--- src/rtl/ccs_pkg.sv ---
package ccs_pkg;
  typedef enum logic {ROLE_OUT = 1'b0, ROLE_IRQ = 1'b1} role_e;
endpackage

--- src/rtl/ccs_timebase.sv ---
module ccs_timebase #(
  parameter int SYS_DIV = 8,
  parameter int TW      = 16
) (
  input  logic          clk,
  input  logic          rst_n,
  input  logic          sys_ce,
  output logic          tick,
  output logic [TW-1:0] now
);
  localparam int DIV_W = (SYS_DIV > 1) ? $clog2(SYS_DIV) : 1;
  localparam logic [DIV_W-1:0] DIV_LAST = DIV_W'(SYS_DIV - 1);

  logic [DIV_W-1:0] div_q;

  assign tick = sys_ce && (div_q == DIV_LAST);

  always_ff @(posedge clk) begin
    if (!rst_n) begin
      div_q <= '0;
      now   <= '0;
    end else begin
      if (sys_ce) div_q <= tick ? '0 : div_q + 1'b1;
      if (tick)   now   <= now + 1'b1;
    end
  end
endmodule

--- src/rtl/ccs_cmp_queue.sv ---
module ccs_cmp_queue
  import ccs_pkg::*;
#(
  parameter int TW = 16
) (
  input  logic          clk,
  input  logic          rst_n,
  input  logic          push_valid,
  output logic          push_ready,
  input  logic [TW-1:0] push_time,
  input  logic [TW-1:0] now,
  output logic          fire,
  output role_e         fire_role,
  output logic [1:0]    count
);
  localparam int DEPTH = 2;

  logic [TW-1:0] slot_t [DEPTH];
  role_e         slot_r [DEPTH];
  logic          push_ok;
  logic          wr_idx;
  role_e         new_role;

  assign push_ready = (count < 2'(DEPTH));
  assign push_ok    = push_valid && push_ready;
  assign fire       = (count != 2'd0) && (slot_t[0] == now);
  assign fire_role  = slot_r[0];
  assign new_role   = (count == 2'd0) ? ROLE_OUT : ROLE_IRQ;
  assign wr_idx     = 1'(count - {1'b0, fire});

  always_ff @(posedge clk) begin
    if (!rst_n) begin
      count <= '0;
      for (int i = 0; i < DEPTH; i++) begin
        slot_t[i] <= '0;
        slot_r[i] <= ROLE_OUT;
      end
    end else begin
      if (fire) begin
        slot_t[0] <= slot_t[1];
        slot_r[0] <= slot_r[1];
      end
      if (push_ok) begin
        slot_t[wr_idx] <= push_time;
        slot_r[wr_idx] <= new_role;
      end
      count <= count + {1'b0, push_ok} - {1'b0, fire};
    end
  end
endmodule

--- src/rtl/ccs_out_latch.sv ---
module ccs_out_latch
  import ccs_pkg::*;
#(
  parameter int NCOIL = 2,
  parameter int TW    = 16
) (
  input  logic             clk,
  input  logic             rst_n,
  input  logic             fire,
  input  role_e            fire_role,
  input  logic [TW-1:0]    now,
  input  logic [NCOIL-1:0] lvl_sel,
  output logic [NCOIL-1:0] coil_q,
  output logic             irq,
  output logic [TW-1:0]    cap_out,
  output logic [TW-1:0]    cap_irq
);
  logic hit_out;
  logic hit_irq;

  assign hit_out = fire && (fire_role == ROLE_OUT);
  assign hit_irq = fire && (fire_role == ROLE_IRQ);

  for (genvar g = 0; g < NCOIL; g++) begin : g_coil
    always_ff @(posedge clk) begin
      if (!rst_n)       coil_q[g] <= 1'b1;
      else if (hit_out) coil_q[g] <= lvl_sel[g];
    end
  end

  always_ff @(posedge clk) begin
    if (!rst_n) begin
      irq     <= 1'b0;
      cap_out <= '0;
      cap_irq <= '0;
    end else begin
      irq <= hit_irq;
      if (hit_out) cap_out <= now;
      if (hit_irq) cap_irq <= now;
    end
  end
endmodule

--- src/rtl/coil_cmp_sched.sv ---
module coil_cmp_sched
  import ccs_pkg::*;
#(
  parameter int SYS_DIV = 8,
  parameter int TW      = 16,
  parameter int NCOIL   = 2
) (
  input  logic             clk,
  input  logic             rst_n,
  input  logic             sys_ce,
  input  logic             cmp_valid,
  output logic             cmp_ready,
  input  logic [TW-1:0]    cmp_time,
  input  logic [NCOIL-1:0] lvl_sel,
  output logic [NCOIL-1:0] coil_q,
  output logic             irq,
  output logic [TW-1:0]    cap_out,
  output logic [TW-1:0]    cap_irq
);
  logic          tick;
  logic [TW-1:0] tb_now;
  logic          fire;
  role_e         fire_role;
  logic [1:0]    q_cnt;

  ccs_timebase #(.SYS_DIV(SYS_DIV), .TW(TW)) u_tb (
    .clk(clk), .rst_n(rst_n), .sys_ce(sys_ce), .tick(tick), .now(tb_now)
  );

  ccs_cmp_queue #(.TW(TW)) u_q (
    .clk(clk), .rst_n(rst_n),
    .push_valid(cmp_valid), .push_ready(cmp_ready), .push_time(cmp_time),
    .now(tb_now), .fire(fire), .fire_role(fire_role), .count(q_cnt)
  );

  ccs_out_latch #(.NCOIL(NCOIL), .TW(TW)) u_out (
    .clk(clk), .rst_n(rst_n), .fire(fire), .fire_role(fire_role),
    .now(tb_now), .lvl_sel(lvl_sel), .coil_q(coil_q), .irq(irq),
    .cap_out(cap_out), .cap_irq(cap_irq)
  );
endmodule

--- config.mk ---
export PLATFORM = sky130hd
export DESIGN_NAME = coil_cmp_sched
export DESIGN_NICKNAME = d
export VERILOG_FILES = /design/src/rtl/ccs_pkg.sv /design/src/rtl/ccs_timebase.sv /design/src/rtl/ccs_cmp_queue.sv /design/src/rtl/ccs_out_latch.sv /design/src/rtl/coil_cmp_sched.sv
export SDC_FILE = /design/constraint.sdc
export NUM_CORES = 1
export LEC_CHECK = 0
export BUFFER_PORTS_ARGS = -buffer_cell sky130_fd_sc_hd__buf_2
export CORE_UTILIZATION = 60
export CTS_CLUSTER_DIAMETER = 40
export DETAILED_ROUTE_END_ITERATION = 12
export PLACE_DENSITY = 0.83
export SKIP_LAST_GASP = 1
export SYNTH_ARGS = -nofsm -noshare
export SYNTH_HDL_FRONTEND = slang
export SYNTH_SLANG_ARGS = --single-unit
--- constraint.sdc ---
create_clock -name clk -period 4.7 [get_ports clk]
set_input_delay 0 -clock clk [delete_from_list [all_inputs] [get_ports clk]]
set_output_delay 0 -clock clk [all_outputs]
set_load 0.02 [all_outputs]
; ---- Word level (Yosys, flattened, before mapping)
; Memories as Yosys holds them, arrays and structs flattened.
; Cells that the tools add are included.
[classes]
addsub = 5
mul = 0
div = 0
n_lt_le_gt_ge = 1
n_eq_ne = 2
shifts = 0
mux = 17
bitwise = 3
reduce_logical = 9
[ops]
columns = cell, n
row1 = $mux 16, 2
row2 = $add 16x1->16 const B, 1
row3 = $eq 16x16->1, 1
row4 = $reduce_or 16->1, 1
row5 = $mux 1, 14
row6 = $logic_and 1x1->1, 5
row7 = $add 3x1->3 const B, 1
row8 = $eq 3x3->1 const B, 1
row9 = $mux 3, 1
row10 = $add 2x1->2, 1
row11 = $logic_not 2->1, 1
row12 = $lt 2x2->1 const B, 1
row13 = $or 1x1->1, 2
row14 = $reduce_bool 2->1, 1
row15 = $sub 2x1->2, 1
row16 = $not 1->1, 1
row17 = $reduce_or 1->1, 1
row18 = $sub 1x1->1, 1
[totals]
ff_bits = 56
latchBits = 0
ramBits = 34
rom_bits = 0
inputBits = 22
out_inout_bits = 36
wordCells = 47
memories = 2
[mem_list]
columns = memory, words, word_bits, rd, rd_clocked_by_memory_dff, wr, line
row1 = u_q.slot_t, 2, 16, 2, 0, 2, ccs_cmp_queue.sv:18  ; logic [TW-1:0] slot_t [DEPTH];
row2 = u_q.slot_r, 2, 1, 2, 0, 2, ccs_cmp_queue.sv:19  ; role_e slot_r [DEPTH];

; ---- Depth between registers and ports, before layout
; Gate-level depths: netlist of the first run.
[depth]
depth_word = 7
depth_mapped = 13
mapped_depth_nobuf = 10

; ---- By module
; A second synthesis of the first run with hierarchy kept.
[unflattened]
cells_unflattened = 391
hier_area_um2 = 4077.7
[by_module_without_submodules]
columns = mod, n_inst, cells_per_inst, area_per_inst_um2, seq_area_each_um2
row1 = ccs_cmp_queue, 1, 159, 1844.3, 1041.0
row2 = ccs_out_latch, 1, 134, 1355.0, 700.7
row3 = ccs_timebase, 1, 98, 878.3, 380.4

; ---- Least setup slack after synthesis of the first run
; Ideal clock, no wire load.
[synth_path]
path_kind = register to register
startpoint = reg u_tb.now[4]
endpoint = mem u_q.slot_t[1][0] (enable)
setup_ns = 0.411
arrival_time_ns = 2.717
t_required_ns = 4.289
slack_ns = 1.571
path_stages_with_launch = 8
n_path_buf = 1
period_less_slack_ns = 3.129
path_cell_list = dfxtp_1 buf_6 xor2_1 nor4_4 nand2_1 nor4bb_1 ha_1 o21ai_0
[synth_lines]
columns = element, line
row1 = start: declaration, ccs_timebase.sv:9  ; output logic [TW-1:0] now
row2 = start signal: assignment, ccs_timebase.sv:24  ; if (tick) now <= now + 1'b1;
row3 = end: declaration, ccs_cmp_queue.sv:18

==> reports/results.ini, run 1 <==
[floorplanning]
ios = 58
die_h_um = 82.20
initial_core_util_pct = 63.67
die-width_um = 82.20
rows = 28
dieArea_mm2 = 0.006756
core_mm2 = 0.006061

[sta]
fin_tns_setup_ns = 0
fmax_mhz = 298.3
fin_crit_ns = 3.353
finalHoldViolCount = 0
worst_pin_slew_ns = 1.132
grt_setup_unrepaired = no
fin_skew_ns = 0.01244
post-route-period-util_pct = 71.33
holdWs_ns = 0.02069
setup_viol = 0
slew_headroom_pct = 24.35
maxSlewViolCount = 0

[routing]
avgRoutedWirePerCell_um = 14.83
ant_nets = 0
vias = 2726
firstDrtPassIters = 4
dr.max_layer_used = met4
wl_met1_mm = 3.447
first_iter_violations = 160
wl_met3_um = 261
avgViaCountPerCell = 5.409
remaining_drc_errors = 0
routed_wl_mm = 7.473
wl_met2_mm = 3.661

[worst_hold_path]
hp-class = in2reg
hold_end = u_tb.now[1]
hold_start = sys_ce
whs_path_depth = 3

[yosys]
yosysWarnings = 0
netlist_area_mm2 = 0.003859
avgSynthCellArea_um2 = 10.87
ys_ff_latch = 90
synth.distinct_cells = 36
synth_flop_cell = dfxtp_1
synth_edf_count = 32
ys_seq_area_share_pct = 54.99
async_flop_share_pct = 0
synthCells = 355
synth_nets = 382

[clock_network]
cts_tree = yes
root_buffer = clkbuf_8
htreeDepth = 3
clock_path_buffers = 2
clk_pin_slew_ns = 0.09
cts_resized = 0
cts_sinks = 90
clock_latency_ns = 0.35
cts_buffers = 9

[global_routing]
grt_pass1_wl_mm = 12.00
grt-ovfl-total = 0
grt_max_degree = 44
antenna_found_initial = 0
first_global_vias = 2542
grtUsageTotal_pct = 24.30

[worst_setup_path]
max_stage_delay_ns = 0.55
cp-start-kind = flip-flop
worstRegToRegCells = 8
worstPathCellList = xor2_1 > nor3_1 > nor4bb_1 > ha_1 > and3_1 > nor2_1 > and3_1 > a22o_1
cp_max_fo = 18
r2r_start = u_tb.now[3]
path_common_cell = and3_1
crit_type = reg2reg
end_kind = flip-flop
crit_required_ns = 4.90
r2r-end = u_q.slot_t[0][15]
crit_slowest_cell = and3_1
r2r_slack_ns = 1.35
arrival_ns = 3.56

[finish]
fin_cells = 504
area_growth_pct = 17.09
layout-drive-gt1-share_pct = 18.65
utilization_pct = 74.55
mostFrequentLayoutCells = nand2_1, dfxtp_1, buf_2
diodes = 0
nNetsFinal = 451

[placement]
portBuffers = 57
gp_congestion = 0.8263
dp_cells = 470
dpl.hpwl_mm = 5.011

[run]
cap_violations = 0

[power_and_ir_drop]
ir_drop_v = 0.0002266
finalPower_uw = 1486
p_leak_uw = 0.001922
powerDensity_mw_per_mm2 = 328.8

[outcome]
status = completed

-- cell type report --
class | instances | area [um2]
well taps | 75 | 93.84
inverters | 6 | 22.52
clock buffers | 11 | 141.4
multi-input cells | 239 | 1597
clock inverters | 5 | 53.80
repair buffers | 78 | 488.0
flip-flops and latches | 90 | 2122
fillers | 456 | 1543
-- worst max-delay path, delay by kind of cell (launching register included) --
family,cells,cell delay [ns]
AOI/OAI and AO/OA,1,0.23
xor gates and xnor gates,1,0.12
adders and majority gates,1,0.31
DFF,1,0.51
and+or+nand+nor,5,2.03
-- worst max-delay path by stage --
stage / cells past startpoint / end / slack (ns) / startpoint
3_5_place_dp: 8 / u_q.slot_t[0][10] / 1.27 / u_tb.now[4]
2_1_floorplan: 7 / u_q.slot_t[1][0] / 1.57 / u_tb.now[4]
4_1_cts: 8 / u_q.slot_t[0][6] / 1.24 / u_tb.now[4]
6_report: 8 / u_q.slot_t[0][15] / 1.35 / u_tb.now[3]
3_3_place_gp: 8 / u_q.slot_t[0][11] / 1.40 / u_q.slot_t[0][15]
5_1_grt: 9 / u_q.slot_t[0][3] / 1.05 / u_tb.now[4]
-- synth_stat cells, types with 3 or more instances --
cell type / instances / area, um2
xor2_1: 20 / 175.2
nand3_1: 13 / 65.06
mux2i_1: 33 / 330.3
a21oi_1: 3 / 15.01
clkbuf_1: 11 / 41.29
nand4_1: 8 / 50.05
nand2_1: 58 / 217.7
ha_1: 5 / 62.56
buf_6: 4 / 45.04
dfxtp_1: 58 / 1161
inv_1: 5 / 18.77
o21ai_0: 5 / 25.02
xnor2_1: 13 / 113.9
edfxtp_1: 32 / 960.9
nor2_1: 22 / 82.58
and2_1: 20 / 125.1
nor3_1: 3 / 15.01
a22o_1: 16 / 140.1
and3_1: 4 / 25.02
-- power by group --
part / total (uW) / internal (uW) / switching (uW)
registers: 856 / 838 / 17.7
logic: 110 / 48.1 / 62.4
clock network: 519 / 259 / 261
total: 1490 / 1150 / 341
-- cell families (layout without fill, tap and decap cells) --
logic type      after synthesis  in the layout  share of synthesized area (%)
simple gates                139            139                          18.00
xor+xnor                     33             33                          7.490
flops                        90             90                          54.99
buf+inv                      26            100                          3.729
fa+ha+maj                     5              5                          1.621
compound gates               29             29                          5.609
mux                          33             33                          8.560
-- metal layers --
metal  vias up  GRT usage, %
li1       1364             -
met1      1285         30.40
met2        68         40.83
met3         9         4.835
met4         0         10.35
met5         -             0
-- state kept, by name, indices dropped and copies added (netlist names) --
name and count:
u_q.slot_t 32, u_out.cap_irq 16, u_out.cap_out 16, u_tb.now 16, u_tb.div_q 3, u_out.coil_q 2, u_q.count 2, u_q.slot_r 2
u_out.irq 1
-- timing repair --
item                                    in CTS  in global routing
endpoints found under the hold margin       34                  0
hold buffers                                18                  0
endpoints found under the setup margin       0                  0
buffers inserted                             0                  0
-- stage by stage --
step           cell area [um2]  setup slack, ns
2_1_floorplan             3859            1.571
3_3_place_gp              4139            1.397
3_5_place_dp              4139            1.267
4_1_cts                   4514            1.240
5_1_grt                   4518            1.049
6_report                  4518            1.347
(Power assumes the default switching activity.)
==> run 2: changes to the inputs <==
--- a/config.mk
+++ b/config.mk
@@ -5,11 +5,12 @@
 export SDC_FILE = /design/constraint.sdc
 export NUM_CORES = 1
 export LEC_CHECK = 0
+export ABC_AREA = 1
 export BUFFER_PORTS_ARGS = -buffer_cell sky130_fd_sc_hd__buf_2
-export CORE_UTILIZATION = 60
+export CORE_UTILIZATION = 58
 export CTS_CLUSTER_DIAMETER = 40
 export DETAILED_ROUTE_END_ITERATION = 12
-export PLACE_DENSITY = 0.83
+export PLACE_DENSITY = 0.8
 export SKIP_LAST_GASP = 1
 export SYNTH_ARGS = -nofsm -noshare
 export SYNTH_HDL_FRONTEND = slang
==> constraint.sdc (replaced) <==
create_clock -name clk -period 3.5 [get_ports clk]
set_input_delay 0 -clock clk [delete_from_list [all_inputs] [get_ports clk]]
set_output_delay 0 -clock clk [all_outputs]
set_load 0.02 [all_outputs]
==> run 2 against run 1 <==
Effect of this change:
- clock skew is 0.0027 ns lower
- global-route usage is 0.42 points higher
- register-to-register slack worse by 0.70 ns
- largest cell class unchanged
- highest routed layer unchanged
==> reports/results.ini, run 2 <==
[outcome]
status = completed

[sta]
fin_crit_ns = 2.851
finalHoldViolCount = 0
maxSlewViolCount = 0
fin_tns_setup_ns = 0
slew_headroom_pct = 56.77
setup_viol = 0
fmax_mhz = 350.8
fin_skew_ns = 0.009773
grt_setup_unrepaired = no
worst_pin_slew_ns = 0.6469
post-route-period-util_pct = 81.45

[placement]
portBuffers = 57
dpl.hpwl_mm = 6.456
gp_congestion = 0.8523

[run]
cap_violations = 0

[finish]
layout-drive-gt1-share_pct = 17.39
regMostFlops = u_q.slot_t
fill_cells = 618
mostFrequentLayoutCells = nand2_1, nor2_1, inv_1
largest_register_ffs = 32
nNetsFinal = 689
layout_commonest_cell = nand2_1
area_growth_pct = 15.21
diodes = 0

[yosys]
synthTopCellsByArea = dfxtp_1, edfxtp_1, nand2_1, nor2_1, inv_1
synthAdderAreaFrac_pct = 1.403
synth_flop_cell = dfxtp_1
synth_xor_xnor_area_share_pct = 1.516
synth_nets = 616
synth_simple_gate_area_share_pct = 34.44
yosysTopAreaCellShare_pct = 26.05
async_flop_share_pct = 0
synth_top_cells_by_count = nand2_1, nor2_1, inv_1, dfxtp_1, edfxtp_1
yosysWarnings = 0
synth_mux_area_share_pct = 0
synth_top_family_by_area = simple AND/OR/NAND/NOR gates
avgSynthCellArea_um2 = 7.569
synth_edf_count = 32
ys_ff_latch = 90
synth.most_common_cell = nand2_1
synth.distinct_cells = 35
yosys.area.top_type = dfxtp_1
synth_compound_area_share_pct = 3.592
ys_seq_area_share_pct = 47.60
netlist_area_mm2 = 0.004458
synthCells = 589

[global_routing]
first_global_vias = 3315
grt-ovfl-total = 0
grtUsageTotal_pct = 24.73
grt_max_degree = 53
grt_pass1_wl_mm = 14.93
antenna_found_initial = 0

[clock_network]
root_buffer = clkbuf_8
cts_buffers = 9
cts_tree = yes
htreeDepth = 3
cts_resized = 0
clk_pin_slew_ns = 0.08
clock_path_buffers = 2
clock_latency_ns = 0.36
cts_sinks = 90

[routing]
avgViaCountPerCell = 4.849
remaining_drc_errors = 0
firstDrtPassIters = 5
ant_nets = 0
routed_wl_mm = 9.156
avgRoutedWirePerCell_um = 11.95
vias = 3714
first_iter_violations = 170

[power_and_ir_drop]
swShare_pct = 25.19
ir_drop_v = 0.0002400
power_frac_comb_pct = 9.5
pwr-share-seq_pct = 56.3
finalPower_uw = 2033
switchingPower_uw = 512.0
clock_power_share_pct = 34.1
powerDensity_mw_per_mm2 = 395.7
p_leak_uw = 0.002679
p_int_uw = 1521

[worst_setup_path]
path_common_cell = nand2_1
crit_type = reg2reg
worstPathCellList = inv_1 > nand2_1 > nand2_1 > nor2_1 > nand2_1 > nor2_4 > nand3_4 > inv_4 > ha_1 > nand3_1 > clkinv_1 > nor2_2 > nand2_1
cp_max_fo = 17
worst-path-buf-inv = 3
arrival_ns = 2.82
crit_required_ns = 3.47
crit_family = simple AND/OR/NAND/NOR gates
end_kind = flip-flop
max_stage_delay_ns = 0.50
crit_slowest_cell = dfxtp_1
cp-start-kind = flip-flop

[floorplanning]
initial_core_util_pct = 60.81
rows = 31
ios = 58
die_h_um = 89.67
core_mm2 = 0.007331
die-width_um = 89.67
dieArea_mm2 = 0.008041

[worst_hold_path]
hp-class = in2reg

-- run 2: cell count changes in the layout (fill, tap and decap cells not counted), moves of 11 or more --
| cell | delta |
|---|---|
| xor2_1 | -18 |
| a21oi_1 | +12 |
| nor2_1 | +86 |
| inv_1 | +79 |
| nand3_1 | +14 |
| xnor2_1 | -11 |
| nand2_1 | +113 |
| a22o_1 | -16 |
| mux2i_1 | -33 |
| and2_1 | -19 |
-- run 2: kinds of logic (layout without fill, tap and decap cells) --
| logic type | after synthesis | count (layout) |
|---|---|---|
| and+or+nand+nor | 343 | 343 |
| buffers and inverters | 115 | 193 |
| DFF | 90 | 90 |
| AOI/OAI and AO/OA | 30 | 30 |
| xor gates and xnor gates | 6 | 6 |
| adders and majority gates | 5 | 5 |
-- run 2: path summary, 6_finish.rpt --
kind | startpoint | endpoint | slack [ns] | cells after the start
worst max-delay path | u_tb.now[7] | u_q.slot_t[0][1] | 0.65 | 13
worst min-delay path | rst_n | u_tb.div_q[2] | 0.11 | 3
worst max register to register | u_tb.now[7] | u_q.slot_t[0][1] | 0.65 | 13
worst min register to register | u_tb.div_q[0] | u_tb.div_q[0] | 0.49 | 1
-- run 2: routing by layer --
metal | wire [um] | vias up | GRT usage, %
met5 | 0 | - | 0
met4 | 243 | 0 | 11.54
met3 | 483 | 20 | 4.479
met2 | 4379 | 113 | 41.18
met1 | 4050 | 1642 | 31.30
li1 | - | 1939 | -
-- run 2: through the flow --
step                      cell area (um2)  cells  hold slack (ns)  utilization [%]  worst slack, ns
after floorplan                      4458    589           0.1001                -           0.5257
after global placement               4753    731           0.2497            64.84           0.8346
after detailed placement             4753    731           0.2617            64.84           0.7095
after CTS                            5136    766          0.08864            70.06           0.6665
after global routing                 5136    766           0.1293            70.06           0.4225
final                                5136    766           0.1057            70.06           0.6493
-- run 2: worst min-delay path, stage by stage --
cell and delay [ns]:
buf_2 0.11, clkinv_1 0.23, a21oi_1 0.07
-- run 2: power by group through the flow --
stage	Clock (uW)	Combinational, uW	Sequential [uW]
5_1_grt	751	217	1150
3_3_place_gp	0	168	1170
4_1_cts	701	194	1140
3_5_place_dp	0	177	1170
6_report	694	194	1140
2_1_floorplan	0	129	1160
-- run 2: area by class of cell --
cell class | count | area (um2) | area share (%)
repair buffers | 80 | 505.5 | 9.842
clock inverters | 7 | 68.82 | 1.340
well taps | 99 | 123.9 | 2.412
flip-flops and latches | 90 | 2122 | 41.32
inverters | 97 | 366.6 | 7.138
clock buffers | 9 | 123.9 | 2.412
multi-input cells | 384 | 1826 | 35.54
-- run 2: what timing repair did --
item | CTS | global route
setup buffers | 0 | 0
setup endpoints to repair | 0 | 0
endpoints found under the hold margin | 37 | 0
hold buffers | 19 | 0
==> run 3: changes to the inputs <==
==> constraint.sdc (replaced) <==
create_clock -name clk -period 2.8 [get_ports clk]
set_input_delay 0 -clock clk [delete_from_list [all_inputs] [get_ports clk]]
set_output_delay 0 -clock clk [all_outputs]
set_load 0.02 [all_outputs]
==> run 3 against run 2 <==
Effect of this change:
- fmax increased by 11%
- total power increased by 26%
- count of clock-buffer cells in the layout unchanged
- sequential cell count did not move
- clock power increased by 27%
- combinational power up 28%
- cell count up 0.65%
- clock skew grew 0.0043 ns
- register-to-register slack got worse by 0.42 ns
- critical path depth is the same
- global-route usage up 1.5 points
- largest cell class unchanged
==> reports/results.ini, run 3 (synthesis results as in run 2) <==
[placement]
place_area_mm2 = 0.004801
dp_cells = 736
dpl.hpwl_mm = 6.655
portBuffers = 57
place_ws_ns = 0.1588
gp_congestion = 0.9045

[floorplanning]
dieArea_mm2 = 0.008041
rows = 31
core_mm2 = 0.007331
ios = 58
die-width_um = 89.67
die_h_um = 89.67
initial_core_util_pct = 60.81

[power_and_ir_drop]
ir_drop_v = 0.0003051
powerDensity_mw_per_mm2 = 493.3
finalPower_uw = 2563
p_leak_uw = 0.002709

[worst_setup_path]
end_kind = flip-flop
path_depth = 13
worstRegToRegCells = 13
startpoint = u_tb.now[4]
worst-path-buf-inv = 3
r2r_start = u_tb.now[4]
path_common_cell = nand2_1
worstPathCellList = inv_2 > nand2_1 > nand2_1 > nor2_1 > nand2_1 > nor2_4 > nand3_4 > inv_4 > ha_1 > nand3_1 > clkinv_1 > nor2_4 > nand2_2
crit_type = reg2reg
cp_max_fo = 17
crit_slowest_cell = dfxtp_1
arrival_ns = 2.62
crit_required_ns = 2.85
max_stage_delay_ns = 0.46
crit_family = simple AND/OR/NAND/NOR gates
cp-start-kind = flip-flop

[global_routing]
first_global_vias = 3409
grt_max_degree = 53
grtUsageTotal_pct = 26.22
grt_pass1_wl_mm = 15.72
grt-ovfl-total = 0
antenna_found_initial = 0

[outcome]
status = completed

[finish]
fin_cells = 771
multiInputGateArea_mm2 = 0.001841
layout-drive-gt1-share_pct = 18.90
diodes = 0
largest_register_ffs = 32
mostFrequentLayoutCells = nand2_1, nor2_1, inv_1
nNetsFinal = 694
layout_commonest_cell = nand2_1
postLayoutCellArea_mm2 = 0.005196
regMostFlops = u_q.slot_t
regArea_mm2 = 0.002126
fill_cells = 594
area_growth_pct = 16.56

[routing]
avgViaCountPerCell = 4.883
avgRoutedWirePerCell_um = 12.46
dr.max_layer_used = met4
remaining_drc_errors = 0
wl_met1_mm = 4.373
wl_met2_mm = 4.567
firstDrtPassIters = 5
routed_wl_mm = 9.609
vias = 3765
wl_met3_um = 484
ant_nets = 0
first_iter_violations = 275

[clock_network]
root_buffer = clkbuf_8
clock_latency_ns = 0.37
cts_buffers = 9
clk_pin_slew_ns = 0.09
cts_sinks = 90
cts_tree = yes
clock_path_buffers = 2
htreeDepth = 3

[run]
cap_violations = 0

[sta]
post-route-period-util_pct = 91.96
worst_pin_slew_ns = 0.5440
fin_skew_ns = 0.01403
setup_ws_ns = 0.2252
slew_headroom_pct = 63.74
setup_viol = 0
grt_setup_unrepaired = no
maxSlewViolCount = 0
fin_tns_setup_ns = 0
fmax_mhz = 388.4
fin_crit_ns = 2.575
finalHoldViolCount = 0

[worst_hold_path]
hold_start = rst_n
hp-class = in2reg
whs_path_depth = 3

## run 3: tightest hold or removal path, cell delays in order
cell and delay, ns:
buf_2 0.11, clkinv_1 0.25, a21oi_1 0.07
## run 3: final timing paths
check                 endpoint  slack [ns]
min reg2reg      u_tb.div_q[2]        0.48
max          u_q.slot_t[0][15]        0.23
max reg2reg  u_q.slot_t[0][15]        0.23
min              u_tb.div_q[2]        0.11
## run 3: area by class of cell
cell class              count  area share, %
multi-input cells         384          35.42
well taps                  99          2.384
clock buffers               9          2.384
repair buffers             85          10.52
inverters                  97          7.055
flip-flops and latches     90          40.91
clock inverters             7          1.324
## run 3: per-stage QoR
step	util, %	hold WS [ns]
floorplan	-	0.1001
detailed placement	65.49	0.2720
CTS	70.71	0.1111
finish	70.88	0.1076
global placement	65.49	0.2522
global route	70.88	0.1158
## run 3: timing repair
action,4_1_cts,5_1_grt
hold buffers,19,0
buffers inserted,0,0
resized for setup,0,5
endpoints found under the setup margin,0,46
endpoints found under the hold margin,37,0
## run 3: per-layer routing
layer / vias to the layer above / global-route usage (%)
met3: 15 / 4.845
met1: 1669 / 33.33
met5: - / 0
met2: 122 / 44.49
met4: 0 / 9.957
li1: 1959 / -
## run 3: power by group
part | internal, uW | leakage [uW] | switching (uW) | total, uW
sequential | 1400 | 0.000804 | 27.6 | 1430
clock | 411 | 0.0000970 | 473 | 884
combinational | 90.2 | 0.00181 | 159 | 249
total | 1900 | 0.00271 | 659 | 2560
